===== src/rtl/crd_pkg.sv =====
package crd_pkg;
  localparam int unsigned NRATIO = 6;
  localparam int unsigned CODE_W = 3;
  localparam int unsigned LOW_RATIOS = 2;  // codes below this mute the upper channels
  typedef logic [CODE_W-1:0] code_t;

  function automatic int unsigned nominal_ratio(input int unsigned idx);
    case (idx)
      0: return 128;
      1: return 192;
      2: return 256;
      3: return 384;
      4: return 512;
      default: return 768;
    endcase
  endfunction
endpackage


===== src/rtl/por_timer.sv =====
module por_timer #(
  parameter int unsigned INIT_CYC = 1024
) (
  input  logic clk_i,
  input  logic rst_ni,
  output logic busy_o
);
  localparam int unsigned CW = $clog2(INIT_CYC + 1);

  logic [CW-1:0] cnt_q;
  logic          busy_q;

  always_ff @(posedge clk_i or negedge rst_ni) begin
    if (!rst_ni) begin
      cnt_q  <= '0;
      busy_q <= 1'b1;
    end else if (busy_q) begin
      cnt_q <= cnt_q + 1'b1;
      if (cnt_q == CW'(INIT_CYC - 1)) busy_q <= 1'b0;
    end
  end

  assign busy_o = busy_q;

  // once released, internal reset stays released until power-good drops
  a_r1_release_sticky: assert property (@(posedge clk_i) disable iff (!rst_ni)
    !busy_o |=> !busy_o);
endmodule


===== src/rtl/lrck_edge.sv =====
module lrck_edge #(
  parameter int unsigned SYNC_STAGES = 2
) (
  input  logic clk_i,
  input  logic rst_ni,
  input  logic lrck_i,
  output logic rise_o
);
  logic [SYNC_STAGES:0] sh_q;

  always_ff @(posedge clk_i or negedge rst_ni) begin
    if (!rst_ni) sh_q <= '0;
    else         sh_q <= {sh_q[SYNC_STAGES-1:0], lrck_i};
  end

  assign rise_o = sh_q[SYNC_STAGES-1] & ~sh_q[SYNC_STAGES];
endmodule


===== src/rtl/period_meter.sv =====
module period_meter #(
  parameter int unsigned CNT_W = 10
) (
  input  logic             clk_i,
  input  logic             rst_ni,
  input  logic             idle_i,
  input  logic             rise_i,
  output logic [CNT_W-1:0] meas_o,
  output logic             meas_vld_o
);
  localparam logic [CNT_W-1:0] CNT_MAX = '1;

  logic [CNT_W-1:0] cnt_q, meas_q;
  logic             armed_q, vld_q;

  always_ff @(posedge clk_i or negedge rst_ni) begin
    if (!rst_ni) begin
      cnt_q   <= '0;
      meas_q  <= '0;
      armed_q <= 1'b0;
      vld_q   <= 1'b0;
    end else if (idle_i) begin
      cnt_q   <= '0;
      armed_q <= 1'b0;
      vld_q   <= 1'b0;
    end else if (rise_i) begin
      meas_q  <= cnt_q;
      vld_q   <= armed_q;
      cnt_q   <= CNT_W'(1);
      armed_q <= 1'b1;
    end else begin
      vld_q <= 1'b0;
      if (cnt_q != CNT_MAX) cnt_q <= cnt_q + 1'b1;
    end
  end

  assign meas_o     = meas_q;
  assign meas_vld_o = vld_q;

  // a measurement is only produced on a detected word-clock rise
  a_r3_meas_on_rise: assert property (@(posedge clk_i) disable iff (!rst_ni)
    meas_vld_o |-> $past(rise_i));
  // nothing is measured while held idle
  a_r2_idle_no_meas: assert property (@(posedge clk_i) disable iff (!rst_ni)
    idle_i |=> !meas_vld_o);
endmodule


===== src/rtl/ratio_classifier.sv =====
module ratio_classifier
  import crd_pkg::*;
#(
  parameter int unsigned CNT_W = 10,
  parameter int unsigned TOL   = 2,
  parameter int unsigned NCH   = 6
) (
  input  logic             clk_i,
  input  logic             rst_ni,
  input  logic             idle_i,
  input  logic [CNT_W-1:0] meas_i,
  input  logic             meas_vld_i,
  output code_t            code_o,
  output logic             vld_o,
  output logic [NCH-1:0]   mute_o
);
  localparam int unsigned KEEP_CH = 2;

  logic [NRATIO-1:0] hit;
  code_t             hit_idx;
  logic              any_hit;
  code_t             code_q, cand_q;
  logic              vld_q, cand_vld_q;

  for (genvar g = 0; g < NRATIO; g++) begin : g_win
    localparam int unsigned LO = nominal_ratio(g) - TOL;
    localparam int unsigned HI = nominal_ratio(g) + TOL;
    assign hit[g] = (meas_i >= CNT_W'(LO)) && (meas_i <= CNT_W'(HI));
  end

  always_comb begin
    hit_idx = '0;
    any_hit = 1'b0;
    for (int i = NRATIO - 1; i >= 0; i--) begin
      if (hit[i]) begin
        hit_idx = CODE_W'(i);
        any_hit = 1'b1;
      end
    end
  end

  always_ff @(posedge clk_i or negedge rst_ni) begin
    if (!rst_ni) begin
      code_q     <= '0;
      cand_q     <= '0;
      vld_q      <= 1'b0;
      cand_vld_q <= 1'b0;
    end else if (idle_i) begin
      code_q     <= '0;
      vld_q      <= 1'b0;
      cand_vld_q <= 1'b0;
    end else if (meas_vld_i) begin
      if (any_hit) begin
        if (cand_vld_q && cand_q == hit_idx) begin
          code_q <= hit_idx;
          vld_q  <= 1'b1;
        end
        cand_q     <= hit_idx;
        cand_vld_q <= 1'b1;
      end else begin
        vld_q      <= 1'b0;
        cand_vld_q <= 1'b0;
      end
    end
  end

  always_comb begin
    mute_o = '0;
    if (!vld_q) mute_o = '1;
    else if (code_q < CODE_W'(LOW_RATIOS)) mute_o[NCH-1:KEEP_CH] = '1;
  end

  assign code_o = code_q;
  assign vld_o  = vld_q;

  // idle forces invalid on the next edge
  a_r2_idle_clears: assert property (@(posedge clk_i) disable iff (!rst_ni)
    idle_i |=> !vld_o);
  // code only moves in the cycle after a measurement
  a_r4_code_on_meas: assert property (@(posedge clk_i) disable iff (!rst_ni)
    (code_o != $past(code_o)) |-> ($past(meas_vld_i) || $past(idle_i)));
  // validity rises only with a pending candidate confirmed
  a_r4_vld_confirmed: assert property (@(posedge clk_i) disable iff (!rst_ni)
    $rose(vld_o) |-> $past(cand_vld_q) && $past(meas_vld_i));
endmodule


===== src/rtl/clk_ratio_detect.sv =====
module clk_ratio_detect
  import crd_pkg::*;
#(
  parameter int unsigned INIT_CYC    = 1024,
  parameter int unsigned CNT_W       = 10,
  parameter int unsigned TOL         = 2,
  parameter int unsigned NCH         = 6,
  parameter int unsigned SYNC_STAGES = 2
) (
  input  logic                clk_i,
  input  logic                rst_ni,
  input  logic                lrck_i,
  output logic                int_rst_o,
  output logic [CODE_W-1:0]   ratio_code_o,
  output logic                ratio_vld_o,
  output logic [NCH-1:0]      force_zero_o
);
  logic             busy, rise, meas_vld;
  logic [CNT_W-1:0] meas;

  por_timer #(.INIT_CYC(INIT_CYC)) u_por (
    .clk_i(clk_i), .rst_ni(rst_ni), .busy_o(busy)
  );

  lrck_edge #(.SYNC_STAGES(SYNC_STAGES)) u_edge (
    .clk_i(clk_i), .rst_ni(rst_ni), .lrck_i(lrck_i), .rise_o(rise)
  );

  period_meter #(.CNT_W(CNT_W)) u_meter (
    .clk_i(clk_i), .rst_ni(rst_ni), .idle_i(busy), .rise_i(rise),
    .meas_o(meas), .meas_vld_o(meas_vld)
  );

  ratio_classifier #(.CNT_W(CNT_W), .TOL(TOL), .NCH(NCH)) u_cls (
    .clk_i(clk_i), .rst_ni(rst_ni), .idle_i(busy), .meas_i(meas),
    .meas_vld_i(meas_vld), .code_o(ratio_code_o), .vld_o(ratio_vld_o),
    .mute_o(force_zero_o)
  );

  assign int_rst_o = busy;

  // an invalid ratio mutes every channel
  a_r6_invalid_all_mute: assert property (@(posedge clk_i) disable iff (!rst_ni)
    !ratio_vld_o |-> &force_zero_o);
  // low ratios keep the first pair and mute the rest
  a_r7_low_ratio_mute: assert property (@(posedge clk_i) disable iff (!rst_ni)
    (ratio_vld_o && ratio_code_o < CODE_W'(LOW_RATIOS)) |->
      (force_zero_o[1:0] == 2'b00) && (&force_zero_o[NCH-1:2]));
  // higher ratios mute nothing
  a_r8_high_ratio_open: assert property (@(posedge clk_i) disable iff (!rst_ni)
    (ratio_vld_o && ratio_code_o >= CODE_W'(LOW_RATIOS)) |-> (force_zero_o == '0));
endmodule


===== config.mk =====
export PLATFORM = sky130hd
export DESIGN_NAME = clk_ratio_detect
export DESIGN_NICKNAME = d
export VERILOG_FILES = /design/src/rtl/crd_pkg.sv /design/src/rtl/por_timer.sv /design/src/rtl/lrck_edge.sv /design/src/rtl/period_meter.sv /design/src/rtl/ratio_classifier.sv /design/src/rtl/clk_ratio_detect.sv
export SDC_FILE = /design/constraint.sdc
export NUM_CORES = 1
export LEC_CHECK = 0
export BUFFER_PORTS_ARGS = -buffer_cell sky130_fd_sc_hd__buf_2
export CAP_MARGIN = 20
export CORE_MARGIN = 1.5
export CORE_UTILIZATION = 36
export CTS_CLUSTER_SIZE = 24
export DETAILED_ROUTE_END_ITERATION = 10
export PLACE_DENSITY = 0.62
export SYNTH_ARGS = -nofsm -noshare
export SYNTH_HDL_FRONTEND = slang
export SYNTH_HIERARCHICAL = 1
export SYNTH_SLANG_ARGS = --single-unit
export TNS_END_PERCENT = 30

===== constraint.sdc =====
create_clock -name clk_i -period 3.4 [get_ports clk_i]
set_clock_uncertainty 0.2 [all_clocks]
set_input_delay 0.68 -clock clk_i [delete_from_list [all_inputs] [get_ports clk_i]]
set_output_delay 0.68 -clock clk_i [all_outputs]
set_load 0.01 [all_outputs]

Word-level counts from Yosys, hierarchy flattened
Cells that the tools add are included.
- bits in registers: 45
- latch bits: 0
- memories kept: 0
- ROM bits: 0
- bits in writable memories: 0
- multiplexer cells: 35
- divide/modulo/power cells: 0
- reductions and logical operators: 16
- add/sub/neg operators: 2
- equality and inequality tests: 4
- multipliers: 0
- bitwise operators: 3
- $lt $le $gt $ge: 13
- shift-type cells: 0
- operator list (kind ; count):
    $mux W10 ; 3
    $mux W3 ; 10
    $ge A10 B8 Y1 const B ; 2
    $ge A10 B9 Y1 const B ; 2
    $le A10 B10 Y1 const B ; 2
    $le A10 B8 Y1 const B ; 2
    $le A10 B9 Y1 const B ; 2
    $mux W1 ; 19
    $add A11 B1 Y11 const B ; 1
    $eq A11 B10 Y1 const B ; 1
    $add A10 B1 Y10 const B ; 1
    $ge A10 B10 Y1 const B ; 1
    $ge A10 B7 Y1 const B ; 1
    $ne A10 B10 Y1 const B ; 1
    $mux W4 ; 2
    $reduce_bool A2 Y1 ; 4
    $logic_and A1 B1 Y1 ; 7
    $reduce_and A3 Y1 ; 2
    $reduce_and A2 Y1 ; 2
    $eq A3 B3 Y1 ; 1
    $lt A3 B2 Y1 const B ; 1
    $ne A3 B3 Y1 const B ; 1
    $reduce_bool A3 Y1 ; 1
    $mux W2 ; 1
    other kinds (2) ; 3

Depth between registers and ports, before layout
- word-level depth: 14
- depth in mapped cells: 7
- gate-level depth less buffers: 6

Hierarchy
Netlist, hierarchy kept.
- by module, submodules not included (module ; cells an instance ; sequential area each (µm²) ; times used ; area each (µm²)):
    period_meter ; 97 ; 550.5 ; 1 ; 1081.0
    ratio_classifier ; 88 ; 200.2 ; 1 ; 763.2
    por_timer ; 43 ; 301.5 ; 1 ; 540.5
    lrck_edge ; 4 ; 75.1 ; 1 ; 88.8

Least setup slack after synthesis
OpenSTA, ideal clock, no wires.
- kind: flip-flop to flip-flop
- start point: register u_meter.meas_q[2], in the netlist u_meter/meas_o[2]
- end point: register u_cls.code_q[2], in the netlist u_cls/code_o[2]
- buffers on the path: 0
- period minus slack after synthesis: 2399 ps
- stages on the path, launching flop included: 7
- data arrival time: 2076 ps
- setup slack: 1001 ps
- path through: dfrtp_1 > nor4_1 > nand4_1 > o21a_1 > xnor2_1 > or4_1 > o221a_1
- word-level cells in the longest chain between the ends: 12
- RTL lines (element ; line ; RTL):
    start: declaration ; period_meter.sv:13 ; logic [CNT_W-1:0] cnt_q, meas_q;
    start signal: assignment ; period_meter.sv:27 ; meas_q <= cnt_q;
    $ge A10 B10 Y1 or $le A10 B10 Y1 (tied branches) ; ratio_classifier.sv:28 ; assign hit[g] = (meas_i >= CNT_W'(LO)) && (meas_i <= CNT_W'(HI));
    $logic_and A1 B1 Y1 ; ratio_classifier.sv:28 ;
    $mux W3 (6 in series) ; ratio_classifier.sv:35 ; if (hit[i]) begin
    $eq A3 B3 Y1 or $mux W3 (tied branches) ; ratio_classifier.sv:54 ; if (cand_vld_q && cand_q == hit_idx) begin
    $logic_and A1 B1 Y1 or $mux W3 (tied branches) ; ratio_classifier.sv:54, ratio_classifier.sv:53 ;
    $reduce_bool A2 Y1 (no line) or $mux W3 (tied branches) ; - ;
    $reduce_and A3 Y1 (no line) or $mux W3 (tied branches) ; - ;
    end signal: assignment ; ratio_classifier.sv:55 ; code_q <= hit_idx;
    end: declaration ; ratio_classifier.sv:22 ; code_t code_q, cand_q;
Parallel ways exist; a longest one is shown, timed or not. The select of a mux whose other input is x is not followed.
A chain may end at the register's enable or synchronous reset.

Final worst setup path
Ends and elaborated chain as after synthesis.

==> flow_metrics.py <==
metrics = {
    "route": {
        "viasPerCell": 5.56,
        "vias": 1790,
        "ant_nets": 0,
        "drt_pass1_iterations": 4,
        "drt_iter0_drc": 84,
        "drt_wl_total_um": 4620,
        "drt-wirelength-per-cell_um": 14.3,
        "drc_errors": 0,
    },
    "timing": {
        "rsz0062_at_grt": "no",
        "drv_slew": 0,
        "finalSetupViolations": 0,
        "finalHoldViolCount": 0,
        "finalCritPeriodShare_pct": 78.4,
        "tightest_slew_ps": 743,
        "totalNegativeSetupSlack_ps": 0,
        "max_freq_ghz": 0.375,
        "slew_headroom_pct": 50.0,
        "fin_crit_ps": 2670,
    },
    "floorplan": {
        "die_h_um": 85.9,
        "boundaryPins": 14,
        "core_area_um2": 6720,
        "rows": 30,
        "die_w_um": 85.9,
        "dieArea_um2": 7380,
        "start_util_pct": 36.8,
    },
    "setup_path": {
        "worst-endpoint-arrival_ps": 2650,
        "r2r_slack_ps": 730,
        "worstPathRequired_ps": 3380,
        "reg2regPathDepth": 6,
        "worst_setup_path_start_kind": "flip-flop",
        "r2r_end": "u_cls/code_o[2]",
        "crit_path_end_kind": "flip-flop",
        "criticalPathCategory": "flip-flop to flip-flop",
        "rr_startpoint": "u_meter/meas_o[2]",
        "cp_max_fo": 6,
    },
    "logic_synthesis": {
        "synth_xor_area_share_pct": 4.25,
        "synth_cell_type_count": 67,
        "synth.area.mux_share_pct": 7.44,
        "synth_simple_gate_area_share_pct": 22.1,
        "syn_area_per_cell_um2": 10.7,
        "yosys_register_bits": 45,
        "synth_top_area_share_pct": 44.5,
        "synth_area_leaders": "dfrtp_1, mux2_2, nand2_1",
        "syn_area_um2": 2470,
        "synth_top_family_by_area": "simple AND/OR/NAND/NOR gates",
        "synth_nets": 237,
        "synthFlopType": "dfrtp_1",
        "synth_compound_area_share_pct": 14.0,
        "synth_top_area_cell": "dfrtp_1",
        "synthAdderAreaFrac_pct": 1.01,
        "yosysSeqAreaShare_pct": 45.6,
        "synth_cells": 232,
        "synth_warnings": 6,
        "synth_edf_count": 0,
        "postSynth.asyncResetShare_pct": 100,
    },
    "layout": {
        "area_growth_pct": 8.40,
        "final_cells": 322,
        "layout_commonest_cell": "dfrtp_1",
        "antennaDiodeCount": 0,
        "final_cell_mix": "dfrtp_1, nand2_1, buf_2, mux2_2, inv_1",
        "nFillCells": 654,
        "fin_nets": 246,
        "layout-drive-gt1-share_pct": 21.9,
    },
    "clock_tree": {
        "cts_tree": "built",
        "cts_buffer_depth": 2,
        "cts.sinks": 45,
        "holdBufCountCts": 0,
        "ctsResizeCount": 0,
        "numCtsBuffers": 5,
        "clk_latency_ps": 290,
        "cts_setup_buffers": 0,
        "cts_root_buffer": "clkbuf_8",
        "htree_levels": 2,
        "clk_pin_slew_worst_paths_ps": 80,
    },
    "global_routing": {
        "antenna_found_initial": 0,
        "grt-ovfl-total": 0,
        "grt_usage_pct": 13.9,
        "grt_pass1_vias": 1752,
        "grt_max_degree": 46,
        "grt_first_pass_wirelength_um": 8190,
    },
    "pwr": {
        "leakage_nw": 1.13,
        "ir_drop_v": 0.000329,
        "power.density_nw_per_um2": 484,
    },
    "flow_run": {
        "drv_cap": 0,
    },
    "placed_design": {
        "gp_congestion": 0.828,
        "dp.cells": 313,
        "numPortBuffers": 13,
        "place_hpwl_um": 3230,
    },
    "status": {
        "outcome": "finished, final reports clean",
    },
    "worst_hold_path": {
        "hp-class": "primary input to async pin",
    },
}
## where the power goes
| part | switching (mW) | internal, mW | total, mW |
|---|---|---|---|
| clock | 0.177 | 0.240 | 0.416 |
| combinational | 0.116 | 0.105 | 0.221 |
| sequential | 0.0727 | 0.588 | 0.661 |
| total | 0.366 | 0.932 | 1.30 |
## metal layers
layer	global-route usage [%]	vias up	part of all wire, %
met2	23.0	22	49
met5	0	-	0
met1	17.6	892	47
met3	2.60	5	2.6
li1	-	871	-
met4	6.74	0	1.7
## sequential cells by signal (all words and copies together), names as in the netlist
name,flops
u_cls/cand_q,3
u_cls/cand_vld_q,1
u_cls/code_o,3
u_cls/vld_o,1
u_edge/sh_q,3
u_meter/armed_q,1
u_meter/cnt_q,10
u_meter/meas_o,10
u_meter/meas_vld_o,1
u_por/busy_o,1
u_por/cnt_q,11
## per-stage QoR
step / util [%] / cell area [um^2] / setup WS (ps) / total power [mW] / hold slack, ps
6_report: 39.9 / 2680 / 733 / 1.30 / 64.3
5_1_grt: 39.9 / 2680 / 454 / 1.37 / 72.1
4_1_cts: 39.6 / 2660 / 748 / 1.31 / 168
3_5_place_dp: 37.9 / 2540 / 761 / 0.891 / 149
3_3_place_gp: 37.9 / 2540 / 840 / 0.885 / 135
2_1_floorplan: - / 2470 / 1000 / 0.838 / 131
## how the worst max path moves through the flow
stage | start | end
5_1_grt | u_meter/meas_o[1] | u_cls/code_o[2]
4_1_cts | u_meter/meas_o[2] | u_cls/code_o[2]
2_1_floorplan | u_meter/meas_o[2] | u_cls/code_o[2]
3_5_place_dp | u_meter/meas_o[2] | u_cls/code_o[2]
6_report | u_meter/meas_o[2] | u_cls/code_o[2]
3_3_place_gp | u_meter/meas_o[2] | u_cls/code_o[2]
## synth_stat cells, types with 5 or more instances
cell      n
a21oi_1   5
dfrtp_1  44
inv_1    10
mux2_2   11
mux2i_1   6
nand2_1  17
nand3_1   9
nand4_1   6
nor2_1    9
nor3_1    7
o21ai_0   9
xnor2_1   7
xor2_1    5
## critical path, cell delays in order, from the launching register on
cell     delay, ps
dfrtp_1        410
nor4_1         500
nand4_1        260
o21a_1         210
xnor2_1        200
or4_1          540
o221a_1        240
## final cells by class
class	count	area, um^2	share of cell area, %
multi-input combinational	163	1210	45.0
sequential	45	1130	42.0
tap	80	100	3.73
clock buffer	7	86.3	3.22
timing repair buffer	14	85.1	3.17
inverter	12	45.0	1.68
clock inverter	1	30.0	1.12
## kinds of logic after synthesis
family / count (synthesis)
flip-flops: 45
AO/OA/AOI/OAI: 44
XOR/XNOR: 12
multiplexers: 17
buffers and inverters: 24
adder cells (fa/ha/maj): 2
AND/OR/NAND/NOR: 88
Note: power is estimated with default switching activity, not from simulation.
